===== config.mk =====
export PLATFORM = sky130hd
export DESIGN_NAME = sync_char_rx
export DESIGN_NICKNAME = d
export VERILOG_FILES = /design/src/rtl/sync_rx_pkg.sv /design/src/rtl/srx_shifter.sv /design/src/rtl/srx_seq.sv /design/src/rtl/srx_char_out.sv /design/src/rtl/srx_loss_mon.sv /design/src/rtl/sync_char_rx.sv
export SDC_FILE = /design/constraint.sdc
export NUM_CORES = 1
export LEC_CHECK = 0
export BUFFER_PORTS_ARGS = -buffer_cell sky130_fd_sc_hd__buf_2
export CAP_MARGIN = 5
export CORE_ASPECT_RATIO = 0.5
export CORE_UTILIZATION = 35
export CTS_BUF_LIST = sky130_fd_sc_hd__clkbuf_8
export DETAILED_ROUTE_END_ITERATION = 16
export PLACE_DENSITY = 0.57
export SLEW_MARGIN = 20
export SYNTH_ARGS = -nofsm -noshare
export SYNTH_HDL_FRONTEND = slang
export SYNTH_SLANG_ARGS = --single-unit
export TNS_END_PERCENT = 100

===== constraint.sdc =====
create_clock -name clk -period 8.8 [get_ports clk]
set_input_delay 0.44 -clock clk [delete_from_list [all_inputs] [get_ports clk]]
set_output_delay 0.44 -clock clk [all_outputs]
set_load 0.05 [all_outputs]

===== src/rtl/sync_rx_pkg.sv =====
package sync_rx_pkg;

    typedef enum logic [1:0] {
        ST_HUNT  = 2'd0,
        ST_WAIT2 = 2'd1,
        ST_FRAME = 2'd2
    } rx_state_t;

endpackage


===== src/rtl/srx_shifter.sv =====
module srx_shifter #(
    parameter int MAX_LEN = 16,
    parameter int LEN_W   = $clog2(MAX_LEN + 1)
) (
    input  logic               clk,
    input  logic               rst_n,
    input  logic               clear,
    input  logic               stb,
    input  logic               bit_in,
    input  logic [LEN_W-1:0]   len,
    output logic [MAX_LEN-1:0] field_nx
);

    logic [MAX_LEN-1:0] hist;
    logic [MAX_LEN-1:0] hist_nx;
    logic [LEN_W-1:0]   sh_amt;

    // newest bit enters at the top, so the oldest bit of the window is bit 0
    always_comb begin
        hist_nx  = {bit_in, hist[MAX_LEN-1:1]};
        sh_amt   = LEN_W'(MAX_LEN) - len;
        field_nx = hist_nx >> sh_amt;
    end

    always_ff @(posedge clk or negedge rst_n) begin
        if (!rst_n) begin
            hist <= '0;
        end else if (clear) begin
            hist <= '0;
        end else if (stb) begin
            hist <= hist_nx;
        end
    end

endmodule


===== src/rtl/srx_seq.sv =====
module srx_seq
    import sync_rx_pkg::*;
#(
    parameter int MAX_LEN = 16,
    parameter int LEN_W   = $clog2(MAX_LEN + 1)
) (
    input  logic             clk,
    input  logic             rst_n,
    input  logic             go,
    input  logic             stb,
    input  logic [LEN_W-1:0] len,
    input  logic             sync_hit,
    input  logic             dbl_sync,
    input  logic             strip,
    output logic             emit,
    output logic             synced
);

    rx_state_t        state, state_nx;
    logic [LEN_W-1:0] cnt, cnt_nx;
    logic             last_bit;

    assign last_bit = (cnt == len - LEN_W'(1));
    assign synced   = (state == ST_FRAME);

    // state register
    always_ff @(posedge clk or negedge rst_n) begin
        if (!rst_n) begin
            state <= ST_HUNT;
            cnt   <= '0;
        end else begin
            state <= state_nx;
            cnt   <= cnt_nx;
        end
    end

    // next state and outputs
    always_comb begin
        state_nx = state;
        cnt_nx   = cnt;
        emit     = 1'b0;
        if (!go) begin
            state_nx = ST_HUNT;
            cnt_nx   = '0;
        end else if (stb) begin
            unique case (state)
                ST_HUNT: begin
                    if (sync_hit) begin
                        state_nx = dbl_sync ? ST_WAIT2 : ST_FRAME;
                        cnt_nx   = '0;
                    end
                end
                ST_WAIT2: begin
                    if (last_bit) begin
                        cnt_nx   = '0;
                        state_nx = sync_hit ? ST_FRAME : ST_HUNT;
                    end else begin
                        cnt_nx = cnt + LEN_W'(1);
                    end
                end
                ST_FRAME: begin
                    if (last_bit) begin
                        cnt_nx = '0;
                        emit   = !(strip && sync_hit);
                    end else begin
                        cnt_nx = cnt + LEN_W'(1);
                    end
                end
                default: state_nx = ST_HUNT;
            endcase
        end
    end


    go_low_unlock_chk: assert property (@(posedge clk) disable iff (!rst_n)
        !go |=> !synced);


    lock_on_strobe_chk: assert property (@(posedge clk) disable iff (!rst_n)
        $rose(synced) |-> $past(stb));


    bit_count_range_chk: assert property (@(posedge clk) disable iff (!rst_n)
        (state != ST_HUNT) |-> (cnt < len));

endmodule


===== src/rtl/srx_char_out.sv =====
module srx_char_out #(
    parameter int MAX_LEN = 16,
    parameter int LEN_W   = $clog2(MAX_LEN + 1)
) (
    input  logic               clk,
    input  logic               rst_n,
    input  logic               emit,
    input  logic [MAX_LEN-1:0] field,
    input  logic [LEN_W-1:0]   len,
    input  logic               par_en,
    input  logic               par_odd,
    input  logic [MAX_LEN-1:0] det_char,
    input  logic               det_ie,
    output logic [MAX_LEN-1:0] data,
    output logic               valid,
    output logic               par_err,
    output logic               det,
    output logic               det_irq
);

    logic [LEN_W-1:0]   dlen;
    logic [MAX_LEN-1:0] dmask;
    logic [MAX_LEN-1:0] dval;
    logic               perr_c;
    logic               det_c;

    always_comb begin
        dlen   = par_en ? (len - LEN_W'(1)) : len;
        dmask  = ~({MAX_LEN{1'b1}} << dlen);
        dval   = field & dmask;
        perr_c = par_en && ((^field) ^ par_odd);
        det_c  = (dval == (det_char & dmask));
    end

    always_ff @(posedge clk or negedge rst_n) begin
        if (!rst_n) begin
            data    <= '0;
            valid   <= 1'b0;
            par_err <= 1'b0;
            det     <= 1'b0;
            det_irq <= 1'b0;
        end else begin
            valid   <= emit;
            par_err <= emit && perr_c;
            det     <= emit && det_c;
            det_irq <= emit && det_c && det_ie;
            if (emit) begin
                data <= dval;
            end
        end
    end


    par_err_qual_chk: assert property (@(posedge clk) disable iff (!rst_n)
        par_err |-> valid);


    det_qual_chk: assert property (@(posedge clk) disable iff (!rst_n)
        det |-> valid);


    irq_needs_det_chk: assert property (@(posedge clk) disable iff (!rst_n)
        det_irq |-> det);

endmodule


===== src/rtl/srx_loss_mon.sv =====
module srx_loss_mon #(
    parameter int CNT_W = 16
) (
    input  logic             clk,
    input  logic             rst_n,
    input  logic             go,
    input  logic             stb,
    input  logic [CNT_W-1:0] limit,
    output logic             loss
);

    logic [CNT_W-1:0] idle_cnt;

    always_ff @(posedge clk or negedge rst_n) begin
        if (!rst_n) begin
            idle_cnt <= '0;
            loss     <= 1'b0;
        end else begin
            if (!go || stb) begin
                idle_cnt <= '0;
            end else if (idle_cnt != limit) begin
                idle_cnt <= idle_cnt + CNT_W'(1);
            end
            if (!go) begin
                loss <= 1'b0;
            end else if (idle_cnt == limit) begin
                loss <= 1'b1;
            end
        end
    end


    loss_clear_chk: assert property (@(posedge clk) disable iff (!rst_n)
        !go |=> !loss);


    loss_only_enabled_chk: assert property (@(posedge clk) disable iff (!rst_n)
        $rose(loss) |-> $past(go));

endmodule


===== src/rtl/sync_char_rx.sv =====
module sync_char_rx
    import sync_rx_pkg::*;
#(
    parameter int MAX_LEN = 16,
    parameter int LEN_W   = $clog2(MAX_LEN + 1),
    parameter int LOSS_W  = 16
) (
    input  logic               clk,
    input  logic               rst_n,
    input  logic               rx_go,
    input  logic               rx_stb,
    input  logic               rx_bit,
    input  logic [LEN_W-1:0]   cfg_len,
    input  logic [MAX_LEN-1:0] cfg_sync,
    input  logic               cfg_dbl_sync,
    input  logic               cfg_strip,
    input  logic               cfg_par_en,
    input  logic               cfg_par_odd,
    input  logic [MAX_LEN-1:0] cfg_det_char,
    input  logic               cfg_det_ie,
    input  logic [LOSS_W-1:0]  cfg_loss_limit,
    output logic [MAX_LEN-1:0] rx_data,
    output logic               rx_valid,
    output logic               rx_synced,
    output logic               rx_par_err,
    output logic               rx_char_det,
    output logic               rx_det_irq,
    output logic               rx_clk_loss
);

    localparam logic [LEN_W-1:0] MIN_LEN = LEN_W'(2);
    localparam logic [LEN_W-1:0] TOP_LEN = LEN_W'(MAX_LEN);

    logic [LEN_W-1:0]   len_eff;
    logic [MAX_LEN-1:0] fmask;
    logic [MAX_LEN-1:0] field_nx;
    logic               sync_hit;
    logic               emit;

    // length clamp
    always_comb begin
        if (cfg_len < MIN_LEN) begin
            len_eff = MIN_LEN;
        end else if (cfg_len > TOP_LEN) begin
            len_eff = TOP_LEN;
        end else begin
            len_eff = cfg_len;
        end
        fmask    = ~({MAX_LEN{1'b1}} << len_eff);
        sync_hit = (field_nx == (cfg_sync & fmask));
    end

    srx_shifter #(.MAX_LEN(MAX_LEN), .LEN_W(LEN_W)) u_shift (
        .clk      (clk),
        .rst_n    (rst_n),
        .clear    (!rx_go),
        .stb      (rx_stb),
        .bit_in   (rx_bit),
        .len      (len_eff),
        .field_nx (field_nx)
    );

    srx_seq #(.MAX_LEN(MAX_LEN), .LEN_W(LEN_W)) u_seq (
        .clk      (clk),
        .rst_n    (rst_n),
        .go       (rx_go),
        .stb      (rx_stb),
        .len      (len_eff),
        .sync_hit (sync_hit),
        .dbl_sync (cfg_dbl_sync),
        .strip    (cfg_strip),
        .emit     (emit),
        .synced   (rx_synced)
    );

    srx_char_out #(.MAX_LEN(MAX_LEN), .LEN_W(LEN_W)) u_out (
        .clk      (clk),
        .rst_n    (rst_n),
        .emit     (emit),
        .field    (field_nx),
        .len      (len_eff),
        .par_en   (cfg_par_en),
        .par_odd  (cfg_par_odd),
        .det_char (cfg_det_char),
        .det_ie   (cfg_det_ie),
        .data     (rx_data),
        .valid    (rx_valid),
        .par_err  (rx_par_err),
        .det      (rx_char_det),
        .det_irq  (rx_det_irq)
    );

    srx_loss_mon #(.CNT_W(LOSS_W)) u_loss (
        .clk   (clk),
        .rst_n (rst_n),
        .go    (rx_go),
        .stb   (rx_stb),
        .limit (cfg_loss_limit),
        .loss  (rx_clk_loss)
    );


    valid_while_locked_chk: assert property (@(posedge clk) disable iff (!rst_n)
        rx_valid |-> rx_synced);


    no_char_when_idle_chk: assert property (@(posedge clk) disable iff (!rst_n)
        !rx_go |=> !rx_valid);

endmodule


==> run summary <==
outcome = completed
endpoints failing setup = 0
Critical Path, Cell by Cell = buf_2, and2b_1, nand2_8, ha_1, ha_1, nor2b_1, a21boi_0, or3_1, a222oi_1, xor2_1, nor4_1, and2_4, a211o_1, mux2_4
Tcrit/Tclk final = 68.6%
fmax = 166 MHz
number of synthesized flops with an enable pin = 0
placed cell area = 5620 um2
CTS H-tree lvls = 3
share of cells above drive strength 1 = 20.8%
Slew Limit Fails = 0
commonest non-fill, non-tap cells in the layout = buf_2 (84), dfrtp_1 (59), nor2_1 (50)
most frequent CP cell = ha_1
first-pass GRT wire length = 23,400 um
Slowest-stage cell, CP = a211o_1
Resize count post-CTS = 0
I/O pin count = 85
routed vias/inst = 5.33
DRT Pass-1 Iters = 5
chip height = 87.3 um
synth unique cells = 62
clock root buffer = clkbuf_8
P&R area growth vs syn = 14.7%
count of nets after finishing = 715
CP peak stage delay = 0.82 ns
Clock Tree Buf Depth = 2
largest net degree at the start of global routing = 60
Post-DRT Antenna Nets = 0
worst relative slew slack = 27.3%
Max-Cap Viols = 0
Final Wtd Congestion = 0.939
Post CTS Setup Buffer Count = 0
initial antenna violation count = 0
Worst Path Arrival = 6.27 ns
vias = 4,476
TritonCTS clock tree = done
worst-path fanout max = 34
Die ar. = 15,100 um2
DPL Wire Length = 11,300 um
most common cell after layout, fill and taps aside = buf_2
Power Density = 126 nW/um2
Syn Area/Cell = 8.87 um2
CTS Buf Count = 9
Critical Setup Path Class = in2reg
Die X = 173 um
final worst path period need = 6.03 ns
Worst Skew = 0.0152 ns
clock-pin slew on the worst setup and hold paths = 0.08 ns
initial core utilization = 36.7%
largest cells by area after synthesis = dfrtp_1 (29%), xnor2_1 (8.1%), mux2i_1 (5.5%), xor2_1 (5.2%), mux2_4 (3.8%)
worst skew pair latency = 0.34 ns
ys flop type = dfrtp_1
GRT Residual Overflow = 0
count of state elements after synthesis = 59
1st-iter DRT viols = 453
setup_tns = 0 ns
WL per Instance = 17.5 um
Cell Area, Synth = 5090 um2
PortBufs = 84
Routed WL = 14,700 um
Worst Path Required = 9.03 ns
CTS Sinks = 59
# hold bufs at CTS = 0
Core ar. = 13,900 um2
# rows = 30
Post-synth ARST share = 100%
Tot GR Track Use = 20.0%
share of the synthesized area in the top cell type = 29.0%
Peak VDD IR = 0.0000712 V
post-synthesis sequential area ratio = 29.0%
RSZ-0062 raised after global routing = false
Worst Tran Pin Value = 1.09 ns
fillcell total = 1,361
worst hold path type = in2async
Post-route DRC = 0
post-synth top area cell = dfrtp_1
synthesized instance count = 574
Final Cell Area = 5840 um2
vias in the first global route = 4,216
Critical Path Sink Type = flip-flop
final hold vios = 0
Critical Path Source Type = input port
Yosys warnings = 0
Diodes inserted = 0
syn nets = 646
leakage power = 0.00259 uW
## metrics by stage
stage	setup slack, ns	utilization (%)	hold slack [ns]	instances	total power [uW]
after CTS	2.82	42.2	0.271	840	745
after floorplan	3.81	-	0.144	574	404
after global placement	2.66	40.6	0.475	824	456
after detailed placement	2.46	40.6	0.481	824	455
final	2.77	42.2	0.243	840	739
after global routing	2.30	42.2	0.295	840	779
## power breakdown
part           switching (uW)  internal [uW]
sequential               1.75            272
combinational             108           71.0
clock                     125            161
total                     234            504
## routing by layer
layer,part of all wire [%],vias up,track usage [%]
met3,4.5,21,3.36
met5,0,-,0
met2,43,138,30.6
met4,1.5,0,6.01
met1,51,2128,28.7
li1,-,2189,-
## path summary, 6_finish.rpt
check                                 start  slack, ns  cells after the start                  to
setup / recovery                 cfg_len[4]       2.77                     14      u_out.data[11]
hold / removal                        rst_n       0.24                      2     u_shift.hist[6]
setup reg to reg           u_shift.hist[15]       4.47                      9      u_out.data[11]
hold reg to reg               u_out.data[8]       0.51                      1       u_out.data[8]
max in group asynchronous             rst_n       8.05                      2  u_loss.idle_cnt[5]
min in group clk                 cfg_det_ie       0.30                      3       u_out.det_irq
## final cells by class
cell class | instances | area (um2) | area share [%]
multi-input cells | 471 | 3410 | 58.3
repair buffers | 85 | 428 | 7.33
inverters | 17 | 66.3 | 1.14
well taps | 192 | 240 | 4.11
clock buffers | 9 | 124 | 2.12
clock inverters | 7 | 100 | 1.71
flip-flops and latches | 59 | 1480 | 25.3
## critical path, delay by kind of cell
kind                     cells  cell delay [ns]
AND/OR/NAND/NOR              6             2.13
XOR/XNOR                     1             0.14
AO/OA/AOI/OAI                3             1.82
multiplexers                 1             0.35
adder cells (fa/ha/maj)      2             1.09
buffers and inverters        1             0.27
## synth_stat cells (all sizes together), types with 3 or more instances
master   n
o211ai   7
nor2b   24
mux2    15
xnor2   47
inv     17
a21boi  10
nand4b   3
mux4     8
dfrtp   59
or3      8
a211o    4
nand4    6
xor2    30
nor3     8
mux2i   28
or2      4
ha       9
clkbuf  20
o21bai   3
o31ai    4
a22o     3
buf      7
o21a     6
a21o     4
a31oi    3
o21ai   26
o221ai   3
nor4     4
nor2    50
a21oi   16
nand3   19
nand2b  12
and2     6
and3    16
nand2   49
o22ai    3
a211oi   7
## logic make-up (layout without fill, tap and decap cells)
family                     count (synthesis)  count (layout)  synth area share [%]
xor gates and xnor gates                  77              77                  13.2
muxes                                     51              51                  13.3
and+or+nand+nor                          214             214                  21.6
DFF                                       59              59                  29.0
buffers and inverters                     44             118                  4.08
adders and majority gates                  9               9                  2.21
AOI/OAI and AO/OA                        120             120                  16.5
## sequential cells by signal, summed over array words and instances (netlist names)
name,cells
u_loss.idle_cnt,16
u_out.data,16
u_shift.hist,15
u_seq.cnt,5
u_seq.state,2
u_loss.loss,1
u_out.det,1
u_out.det_irq,1
u_out.par_err,1
u_out.valid,1
No activity file was read; power rests on OpenSTA's default activity.
